**src/rtl/cec_tx_pkg.sv**
```systemverilog
package cec_tx_pkg;

  typedef enum logic [1:0] {
    ST_IDLE = 2'd0,
    ST_LOW  = 2'd1,
    ST_HIGH = 2'd2
  } tx_state_e;

  typedef struct packed {
    logic is_start;
    logic value;
  } bit_req_t;

  localparam int NUM_ADV = 4;

endpackage

```
**src/rtl/cec_tx_timing.sv**
```systemverilog
module cec_tx_timing
  import cec_tx_pkg::*;
#(
  parameter int CW         = 9,
  parameter int START_LOW  = 370,
  parameter int START_PER  = 450,
  parameter int ZERO_LOW   = 150,
  parameter int ONE_LOW    = 60,
  parameter int DATA_PER   = 240,
  parameter int START_ADV [NUM_ADV] = '{0, 4, 10, 16},
  parameter int DATA_ADV  [NUM_ADV] = '{0, 19, 25, 31}
) (
  input  bit_req_t        req,
  input  logic [1:0]      sel,
  output logic [CW-1:0]   low_len,
  output logic [CW-1:0]   per_len
);

  logic [CW-1:0] per_start_tab [NUM_ADV];
  logic [CW-1:0] per_data_tab  [NUM_ADV];

  for (genvar g = 0; g < NUM_ADV; g++) begin : g_adv
    localparam int PS = START_PER - START_ADV[g];
    localparam int PD = DATA_PER  - DATA_ADV[g];
    assign per_start_tab[g] = CW'(PS);
    assign per_data_tab[g]  = CW'(PD);
  end

  always_comb begin
    if (req.is_start) begin
      low_len = CW'(START_LOW);
      per_len = per_start_tab[sel];
    end else begin
      low_len = req.value ? CW'(ONE_LOW) : CW'(ZERO_LOW);
      per_len = per_data_tab[sel];
    end
  end

endmodule

```
**src/rtl/cec_tx_tick_cnt.sv**
```systemverilog
module cec_tx_tick_cnt #(
  parameter int CW = 9
) (
  input  logic          clk,
  input  logic          rst_n,
  input  logic          clr,
  input  logic          adv,
  output logic [CW-1:0] cnt
);

  logic [CW-1:0] cnt_d;

  always_comb begin
    if (clr)      cnt_d = '0;
    else if (adv) cnt_d = cnt + 1'b1;
    else          cnt_d = cnt;
  end

  always_ff @(posedge clk or negedge rst_n) begin
    if (!rst_n) cnt <= '0;
    else        cnt <= cnt_d;
  end

endmodule

```
**src/rtl/cec_tx_ctrl.sv**
```systemverilog
module cec_tx_ctrl
  import cec_tx_pkg::*;
#(
  parameter int CW = 9
) (
  input  logic          clk,
  input  logic          rst_n,
  input  logic          tick,
  input  logic          bit_valid,
  input  logic [CW-1:0] cnt,
  input  logic [CW-1:0] low_len,
  input  logic [CW-1:0] per_len,
  output tx_state_e     state,
  output logic          ready,
  output logic          accept,
  output logic          cnt_clr,
  output logic          cnt_adv
);

  tx_state_e state_d;
  logic      low_done;
  logic      bit_done;

  assign low_done = (state == ST_LOW)  && tick && (cnt == low_len - 1'b1);
  assign bit_done = (state == ST_HIGH) && tick && (cnt == per_len - 1'b1);
  assign ready    = (state == ST_IDLE) || bit_done;
  assign accept   = bit_valid && ready;
  assign cnt_clr  = accept;
  assign cnt_adv  = tick && (state != ST_IDLE);

  always_comb begin
    state_d = state;
    unique case (state)
      ST_IDLE: if (accept)   state_d = ST_LOW;
      ST_LOW:  if (low_done) state_d = ST_HIGH;
      ST_HIGH: if (bit_done) state_d = accept ? ST_LOW : ST_IDLE;
      default: state_d = ST_IDLE;
    endcase
  end

  always_ff @(posedge clk or negedge rst_n) begin
    if (!rst_n) state <= ST_IDLE;
    else        state <= state_d;
  end

endmodule

```
**src/rtl/cec_bit_tx.sv**
```systemverilog
module cec_bit_tx
  import cec_tx_pkg::*;
#(
  parameter int START_LOW  = 370,
  parameter int START_PER  = 450,
  parameter int ZERO_LOW   = 150,
  parameter int ONE_LOW    = 60,
  parameter int DATA_PER   = 240,
  parameter int START_ADV [NUM_ADV] = '{0, 4, 10, 16},
  parameter int DATA_ADV  [NUM_ADV] = '{0, 19, 25, 31}
) (
  input  logic       clk,
  input  logic       rst_n,
  input  logic       tick,
  input  logic       bit_valid,
  input  logic       bit_start,
  input  logic       bit_value,
  input  logic [1:0] adv_sel,
  output logic       bit_ready,
  output logic       drive_low
);

  localparam int MAX_PER = (START_PER > DATA_PER) ? START_PER : DATA_PER;
  localparam int CW      = $clog2(MAX_PER + 1);

  tx_state_e     state;
  logic          accept;
  logic          cnt_clr;
  logic          cnt_adv;
  logic [CW-1:0] cnt;
  logic [CW-1:0] low_len;
  logic [CW-1:0] per_len;
  logic          busy;

  bit_req_t      req_q, req_d;
  logic [1:0]    sel_q, sel_d;
  logic          sel_en;

  assign busy   = (state != ST_IDLE);
  assign sel_en = accept && !busy;

  always_comb begin
    req_d = req_q;
    sel_d = sel_q;
    if (accept) begin
      req_d.is_start = bit_start;
      req_d.value    = bit_value;
    end
    if (sel_en) sel_d = adv_sel;
  end

  always_ff @(posedge clk or negedge rst_n) begin
    if (!rst_n) begin
      req_q <= '0;
      sel_q <= '0;
    end else begin
      req_q <= req_d;
      sel_q <= sel_d;
    end
  end

  cec_tx_timing #(
    .CW(CW), .START_LOW(START_LOW), .START_PER(START_PER),
    .ZERO_LOW(ZERO_LOW), .ONE_LOW(ONE_LOW), .DATA_PER(DATA_PER),
    .START_ADV(START_ADV), .DATA_ADV(DATA_ADV)
  ) i_timing (
    .req(req_q), .sel(sel_q), .low_len(low_len), .per_len(per_len)
  );

  cec_tx_tick_cnt #(.CW(CW)) i_cnt (
    .clk(clk), .rst_n(rst_n), .clr(cnt_clr), .adv(cnt_adv), .cnt(cnt)
  );

  cec_tx_ctrl #(.CW(CW)) i_ctrl (
    .clk(clk), .rst_n(rst_n), .tick(tick), .bit_valid(bit_valid),
    .cnt(cnt), .low_len(low_len), .per_len(per_len),
    .state(state), .ready(bit_ready), .accept(accept),
    .cnt_clr(cnt_clr), .cnt_adv(cnt_adv)
  );

  assign drive_low = (state == ST_LOW);

endmodule

```
**config.mk**
```make
export PLATFORM = sky130hd
export DESIGN_NAME = cec_bit_tx
export DESIGN_NICKNAME = d
export VERILOG_FILES = /design/src/rtl/cec_tx_pkg.sv /design/src/rtl/cec_tx_timing.sv /design/src/rtl/cec_tx_tick_cnt.sv /design/src/rtl/cec_tx_ctrl.sv /design/src/rtl/cec_bit_tx.sv
export SDC_FILE = /design/constraint.sdc
export NUM_CORES = 1
export LEC_CHECK = 0
export ABC_AREA = 1
export BUFFER_PORTS_ARGS = -buffer_cell sky130_fd_sc_hd__clkbuf_2
export CAP_MARGIN = 0
export CORE_AREA = 4 4 66 53
export DETAILED_ROUTE_END_ITERATION = 10
export DIE_AREA = 0 0 70 57
export PLACE_DENSITY_LB_ADDON = 0.08
export SYNTH_ARGS = -nofsm -noshare
export SYNTH_HDL_FRONTEND = slang
export SYNTH_SLANG_ARGS = --single-unit
export TNS_END_PERCENT = 30
```
**constraint.sdc**
```tcl
create_clock -name clk -period 2.7 [get_ports clk]
set_clock_uncertainty 0.1 [all_clocks]
set_input_delay 0.27 -clock clk [delete_from_list [all_inputs] [get_ports clk]]
set_output_delay 0.27 -clock clk [all_outputs]
set_load 0.05 [all_outputs]
```
# After elaboration in Yosys (flattened, before gate mapping)
# Index checks and enable logic that the tools add are counted.
[totals]
output_inout_bits = 2
ff_bits = 15
inputBits = 8
word_cells = 46
[op_classes]
order_cmp = 1
n_eq_ne = 7
reduce_logical = 13
add_sub_neg = 3
n_mux = 16
bitwise_logic = 1
[op_table]
columns = ["op", "n"]
rows = [
  ["$mux 9", 8],
  ["$bmux 9 s2", 2],
  ["$eq 9x9->1", 2],
  ["$sub 9x1->9 const B", 2],
  ["$add 9x1->9 const B", 1],
  ["$mux 8", 1],
  ["$logic_and 1x1->1", 7],
  ["$mux 2", 3],
  ["$pmux 2 s3", 1],
  ["$ne 2x1->1 const B", 2],
  ["$reduce_bool 2->1", 2],
  ["$ge 3x3->1 const B", 1],
  ["$not 2->3", 1],
  ["$reduce_and 3->1", 1],
  ["$eq 2x1->1 const B", 1],
  ["$eq 2x2->1 const B", 1],
  ["$logic_not 2->1", 1],
  ["$ne 2x2->1 const B", 1],
  ["$logic_not 1->1", 1],
  ["$logic_or 1x1->1", 1],
  ["$mux 1", 1],
]

# Logic depth before layout (Yosys ltp)
# Gate-level depths: netlist of run 1.
[depth]
depth_word = 13
depth_mapped = 18

# Modules after synthesis
# From an unflattened synthesis of run 1, not the netlist that was laid out.
[unflattened]
cells_unflattened = 272
hier_area_um2 = 1679.1
[modules_own_cells]
columns = ["mod", "cells_per_inst", "seq_area_each_um2", "instances", "area_each_um2"]
rows = [
  ["cec_tx_ctrl", 145, 50.0, 1, 760.7],
  ["cec_tx_tick_cnt", 67, 225.2, 1, 506.7],
  ["cec_tx_timing", 40, 0.0, 1, 244.0],
  ["cec_bit_tx", 20, 100.1, 1, 167.7],
]

# Least setup slack after synthesis of run 1
# OpenSTA, ideal clock, no wires.
[synth_timing]
kind = "reg2out"
start = "reg sel_q[0]"
end = "out bit_ready"
arrival_ps = 1927
n_path_buf = 1
path_stages_with_launch = 15
path_slack_ps = 403
path_cell_list = "dfrtp_1 -> inv_1 -> ha_1 -> o21ai_0 -> ha_1 -> nand2_1 -> nand2_1 -> nor2_1 -> nand3_1 -> nor2_1 -> nand2_1 -> nor2_1 -> nand2_1 -> nand2_2 -> buf_6"
[synth_via]
elab_chain_cells = 9
[synth_lines]
columns = ["element", "line_no", "source"]
rows = [
  ["start: declaration", "cec_bit_tx.sv:36", "logic [1:0] sel_q, sel_d;"],
  ["start signal: assignment", "cec_bit_tx.sv:58", "sel_q <= sel_d;"],
  ["$not 2->3 (not written as such) (*)", "cec_tx_timing.sv:32, cec_tx_timing.sv:35", ""],
  ["$bmux 9 s2 (on tied branches)", "cec_tx_timing.sv:35, cec_tx_timing.sv:32", ""],
  ["$mux 9 (on tied branches) (2 in series)", "cec_tx_timing.sv:35, cec_tx_timing.sv:32", ""],
  ["$mux 9 (*)", "cec_tx_timing.sv:30", "if (req.is_start) begin"],
  ["$sub 9x1->9 (*)", "cec_tx_ctrl.sv:25", "assign bit_done = (state == ST_HIGH) && tick && (cnt == per_len - 1'b1);"],
  ["$eq 9x9->1 (*)", "cec_tx_ctrl.sv:25", ""],
  ["$logic_and 1x1->1 (*)", "cec_tx_ctrl.sv:25", ""],
  ["$logic_or 1x1->1 (*)", "cec_tx_ctrl.sv:26", "assign ready = (state == ST_IDLE) || bit_done;"],
  ["end: declaration", "cec_bit_tx.sv:19", "output logic bit_ready,"],
]
# Mark *: on every way between the ends. The rest lies on a longest branch, timed or not. The select of a mux whose other input is x is not followed.

# Final worst setup path of run 1
[layout_timing]
start = "reg sel_q[1]"
end = "out bit_ready"
# Same word-level chain as after synthesis.

==> results of run 1 <==
-- report_power, final --
group / internal [mW] / switching [mW]
Sequential: 0.292 / 0.119
Clock: 0.104 / 0.0781
Combinational: 0.442 / 0.551
Total: 0.838 / 0.748
-- per-stage QoR --
step           cells  worst slack [ns]  TNS (ns)  hold slack [ns]
5_1_grt          241            -0.127    -0.127            0.158
3_5_place_dp     227            0.0830         0            0.117
2_1_floorplan    180             0.403         0           -0.126
6_report         241            0.0908         0            0.156
3_3_place_gp     227             0.230         0            0.104
4_1_cts          232            0.0146         0            0.151
-- cell type report --
class / instances / share of cell area [%]
Clock buffer: 4 / 2.95
Timing Repair Buffer: 22 / 10.5
Multi-Input combinational cell: 136 / 51.8
Sequential cell: 15 / 24.7
Inverter: 26 / 6.89
Tap cell: 38 / 3.12
-- metal layers --
| metal | vias up | routed length (um) |
|---|---|---|
| met3 | 2 | 145 |
| met1 | 565 | 1430 |
| met4 | 0 | 12 |
| met5 | - | 0 |
| li1 | 610 | - |
| met2 | 30 | 1390 |
-- critical path: stages (launching register included) --
cell and delay [ns]:
dfrtp_2 0.46, ha_4 0.19, nand2_2 0.07, o21ai_4 0.08, ha_4 0.28, inv_2 0.03
nand2_1 0.04, nand2_1 0.05, nor2_1 0.08, nand3_1 0.08, nor2_1 0.10, nand2_1 0.06
nor2_1 0.09, nand2_1 0.09, nand2_2 0.13, buf_12 0.15
-- worst max-delay path by stage --
stage	startpoint	endpoint	slack [ns]	cells after the start
after global placement	sel_q[0]$_DFFE_PN0P_	req_q[1]$_DFFE_PN0N_	0.23	16
after CTS	sel_q[1]$_DFFE_PN0P_	bit_ready	0.01	16
after global routing	sel_q[0]$_DFFE_PN0P_	bit_ready	-0.13	16
final	sel_q[1]$_DFFE_PN0P_	bit_ready	0.09	15
after detailed placement	sel_q[0]$_DFFE_PN0P_	i_cnt.cnt[1]$_DFFE_PN0P_	0.08	16
after floorplan	sel_q[0]$_DFFE_PN0P_	bit_ready	0.40	14
-- synth_stat cells, types with 2 or more instances --
| library cell | instances |
|---|---|
| nand2_1 | 53 |
| inv_1 | 26 |
| nand3_1 | 18 |
| dfrtp_1 | 15 |
| nor2_1 | 15 |
| a21oi_1 | 11 |
| ha_1 | 7 |
| xor2_1 | 6 |
| o21ai_0 | 5 |
| nor3_1 | 4 |
| buf_6 | 3 |
| xnor2_1 | 3 |
| nand2_2 | 2 |
| nand2_4 | 2 |
| nand4_1 | 2 |
| nor2_2 | 2 |
| o21ai_2 | 2 |
-- registers in the layout, indices dropped and copies added (netlist names) --
signal	cells
req_q	2
sel_q	2
i_cnt.cnt	9
i_ctrl.state	2
-- what timing repair did --
item                                   in CTS  in global routing
resized for setup                           5                 16
buffers inserted                            0                  9
endpoints found under the hold margin      15                  0
pin swaps                                   2                 11
setup endpoints to repair                   1                  3
hold buffers                                1                  0
-- kinds of logic after synthesis --
logic type / count (synthesis)
buffers and inverters: 29
DFF: 15
adders and majority gates: 7
AOI/OAI and AO/OA: 20
xor gates and xnor gates: 9
and+or+nand+nor: 100
==> flow_summary.toml, run 1 <==
[synth]
ys.flop_type = "dfrtp_1"
ys_seq_area_share_pct = 30.6
synth_top_family_by_area = "simple AND/OR/NAND/NOR gates"
yosysTopAreaCell = "dfrtp_1"
synth_compound_area_share_pct = 8.98
synthDistinctLibCells = 21
yosys.area_share.simple_pct = 36.1
muxShareOfSynthArea_pct = 0
ys_ff_latch = 15
synth_fa_ha_area_share_pct = 7.14
synth_area_leaders = "dfrtp_1 (31%), nand2_1 (16%), inv_1 (8.0%), nand3_1 (7.3%), ha_1 (7.1%)"
synth_xor_area_share_pct = 6.43
syn_inst = 180
synthArstFlopShare_pct = 100
synth_top_area_share_pct = 30.6
yosys_warnings = 0
syn_area_per_cell_um2 = 6.81
syn-cell-area_um2 = 1230
synth_nets = 195
synth_edf_count = 0

[power]
power_mw = 1.59
leakage_nw = 0.759
p_per_area_nw_per_um2 = 1040
max-vdd-ir-drop_uv = 715

[timing]
rsz0062_at_grt = "true"
max_slew_margin_pct = 74.8
hold_viol = 0
worstMarginPinSlew_ns = 0.377
fin_crit_sh_pct = 96.6
finalSetupViolCount = 0
fin_crit_ns = 2.61
timing.fmax_ghz = 0.383
maxSlewViolCount = 0

[floorplanning]
ios = 10
die_x_um = 70
core_area_um2 = 2850
die-area_um2 = 3990
die_h_um = 57
start_util_pct = 43.0
num_rows = 17

[cells_and_area]
n_fill_cell = 291
post-route-util_pct = 53.5
seq_area_um2 = 377
layout-drive-gt1-share_pct = 22.2
diodes = 0
final_nets = 219
layout_commonest_cell = "nand2_1"
mostFrequentLayoutCells = "nand2_1 (51), inv_1 (22), nand3_1 (18), nor2_1 (15), dfrtp_1 (14)"
final_area_um2 = 1530
area_growth_pct = 24.4
multi_input_area_um2 = 791

[global_routing]
grt_use_total_pct = 15.5
grt_pass1_vias = 1106
grt_max_degree = 16
antenna_found_initial = 0
overflow = 0
grt_pass1_wl_um = 5090
met1_usage_pct = 21.1
top_usage_layer = "met2"
use_met3_pct = 4.23
gr-usage-met2_pct = 24.9

[route]
antenna_left = 0
avgViaCountPerCell = 5.01
drtIter0Drc = 58
wl_per_cell_um = 12.3
dr.pass1.iters = 4
drcViolationCount = 0
vias = 1207
wl_um = 2970

[clocking]
cts.clk_slew.worst_paths_ns = 0.06
cts.path.max_buffers = 2
cts-root-buf = "clkbuf_8"
cts.sinks = 15
h-tree-depth = 1
insertion_delay_ns = 0.25
cts_tree = "done"
cts_made_buffers = 3

[hold_path]
hold_class = "primary input to flop"
hold_end = "req_q[0]$_DFFE_PN0N_"
whs_path_depth = 3
min_from = "bit_value"

[worst_setup_path]
worstSetupStartpointType = "flop"
worst-path-max-fanout = 4
crit_type = "flop to output port"
arrival_ns = 2.24
reg2reg_depth = 17
regToRegSetupSlack_ns = 0.34
reg2reg_to = "req_q[1]$_DFFE_PN0N_"
reg2reg_from = "sel_q[1]$_DFFE_PN0P_"
cp-end-kind = "output port"
worstPathRequired_ns = 2.33

[run_status]
status = "completed"

[job]
cap_violations = 0

[placed_design]
place_congestion = 0.887
placed_cell_area_um2 = 1320
io_buffer_count = 9
hpwl_um = 2280
Note: power is estimated with default switching activity, not from simulation.
==> run 2, diff against run 1 <==
- CORE_AREA: 4 4 66 53 -> 4 4 58 47
- DIE_AREA: 0 0 70 57 -> 0 0 62 51
- SLEW_MARGIN: default -> 30
==> flow_summary.toml, run 2 (synthesis results as in run 1) <==
[floorplanning]
ios = 10
die-area_um2 = 3160
start_util_pct = 55.8
die_h_um = 51
num_rows = 15
core_area_um2 = 2200
die_x_um = 62

[power]
power_mw = 1.55
leakage_nw = 0.754
max-vdd-ir-drop_uv = 839
p_per_area_nw_per_um2 = 1030

[cells_and_area]
n_fill_cell = 188
layout_commonest_cell = "nand2_1"
area_growth_pct = 22.1
seq_area_um2 = 378
mostFrequentLayoutCells = "nand2_1 (50), inv_1 (22), nand3_1 (18), nor2_1 (15), dfrtp_1 (13)"
regMostFlops = "i_cnt.cnt"
final_nets = 219
multi_input_area_um2 = 798
diodes = 0
layout-drive-gt1-share_pct = 23.6
largest_reg_flops = 9

[clocking]
cts.sinks = 15
cts.path.max_buffers = 2
cts_tree = "done"
cts_made_buffers = 3
cts.clk_slew.worst_paths_ns = 0.10
cts-root-buf = "clkbuf_4"
insertion_delay_ns = 0.29
h-tree-depth = 1

[global_routing]
grt_pass1_vias = 1102
grt_max_degree = 16
grt_pass1_wl_um = 4840
antenna_found_initial = 0
overflow = 0
grt_use_total_pct = 20.5

[timing]
rsz0062_at_grt = "true"
finalSetupViolCount = 0
fin_crit_ns = 2.67
hold_viol = 0
max_slew_margin_pct = 75.8
tns_ns = 0
fin_hold_ws_ns = 0.0953
fin_crit_sh_pct = 98.8
timing.fmax_ghz = 0.375
maxSlewViolCount = 0
worstMarginPinSlew_ns = 0.362

[worst_setup_path]
crit_type = "flop to output port"
worst_path_max_delay_cell = "dfrtp_2"
crit_chain = "inv_4, ha_4, inv_4, nand2_4, ha_4, inv_2, nand2_2, nand2_1, nor2_1, nand3_1, nor2_1, nand2_1, nor2_1, nand2_1, nand2_2, buf_8"
critical_path.top_delay_family = "simple AND/OR/NAND/NOR gates"
worstSetupStartpointType = "flop"
max_stage_delay_ns = 0.45
worstPathRequired_ns = 2.33
reg2reg_depth = 19
worst-path-max-fanout = 4
regToRegSetupSlack_ns = 0.22
reg2reg_to = "i_cnt.cnt[1]$_DFFE_PN0P_"
reg2reg_from = "sel_q[1]$_DFFE_PN0P_"
arrival_ns = 2.30
path_buf_inv = 4
cp-end-kind = "output port"

[route]
avgViaCountPerCell = 5.46
dr.pass1.iters = 5
wl_um = 3040
drtIter0Drc = 73
drcViolationCount = 0
wl_per_cell_um = 13.3
antenna_left = 0
vias = 1246

[placed_design]
hpwl_um = 2220
io_buffer_count = 9
place_congestion = 0.914

[job]
cap_violations = 0

[hold_path]
hold_class = "primary input to flop"
hold_end = "req_q[1]$_DFFE_PN0N_"
min_from = "bit_start"
whs_path_depth = 3

[run_status]
status = "completed"
run 2: cell count changes in the layout (fill, tap and decap cells not counted), sizes merged:
cell and change:
clkinvlp +1, clkbuf -1
run 2: cell type report:
class / instances / area share [%]
Multi-Input combinational cell: 136 / 53.3
Sequential cell: 15 / 25.2
Timing Repair Buffer: 22 / 10.4
Inverter: 26 / 7.02
Tap cell: 25 / 2.09
Clock buffer: 3 / 1.50
Clock inverter: 1 / 0.501
run 2: power by group:
| part | leakage (nW) | switching [mW] | internal [mW] |
|---|---|---|---|
| combinational | 0.556 | 0.565 | 0.432 |
| sequential | 0.184 | 0.123 | 0.292 |
| clock | 0.0139 | 0.0757 | 0.0563 |
| total | 0.754 | 0.764 | 0.781 |
run 2: stage by stage:
stage | cells | area [um2] | worst slack [ns] | utilization (%)
CTS | 221 | 1370 | 0.00526 | 62.5
finish | 228 | 1500 | 0.0314 | 68.2
global placement | 215 | 1300 | 0.185 | 59.1
detailed placement | 215 | 1300 | 0.0745 | 59.1
floorplan | 180 | 1230 | 0.403 | -
global route | 228 | 1500 | -0.176 | 68.2
run 2: worst max path at each step:
stage	start	end	slack, ns	cells after the start
floorplan	sel_q[0]$_DFFE_PN0P_	bit_ready	0.40	14
global route	sel_q[0]$_DFFE_PN0P_	bit_ready	-0.18	16
CTS	sel_q[0]$_DFFE_PN0P_	bit_ready	0.005	16
detailed placement	sel_q[0]$_DFFE_PN0P_	bit_ready	0.07	14
finish	sel_q[1]$_DFFE_PN0P_	bit_ready	0.03	16
global placement	sel_q[1]$_DFFE_PN0P_	bit_ready	0.19	16
run 2: repair_timing:
action,4_1_cts,5_1_grt
hold endpoints to repair,15,0
buffers inserted,1,7
endpoints found under the setup margin,1,6
pin swaps,0,10
resized for setup,9,18
hold buffers,1,0
cloned,0,0
run 2: metal layers:
metal / global-route usage (%) / wire [um] / up-vias / share of wire, %
met3: 5.05 / 263 / 6 / 8.6
met5: 0 / 0 / - / 0
met2: 29.3 / 1400 / 68 / 46
li1: - / - / 613 / -
met4: 4.95 / 36 / 0 / 1.2
met1: 30.5 / 1350 / 559 / 44
run 2: tightest hold or removal path, stage by stage:
cell      delay (ns)
clkbuf_2        0.08
nand3_1         0.06
nand2_1         0.05
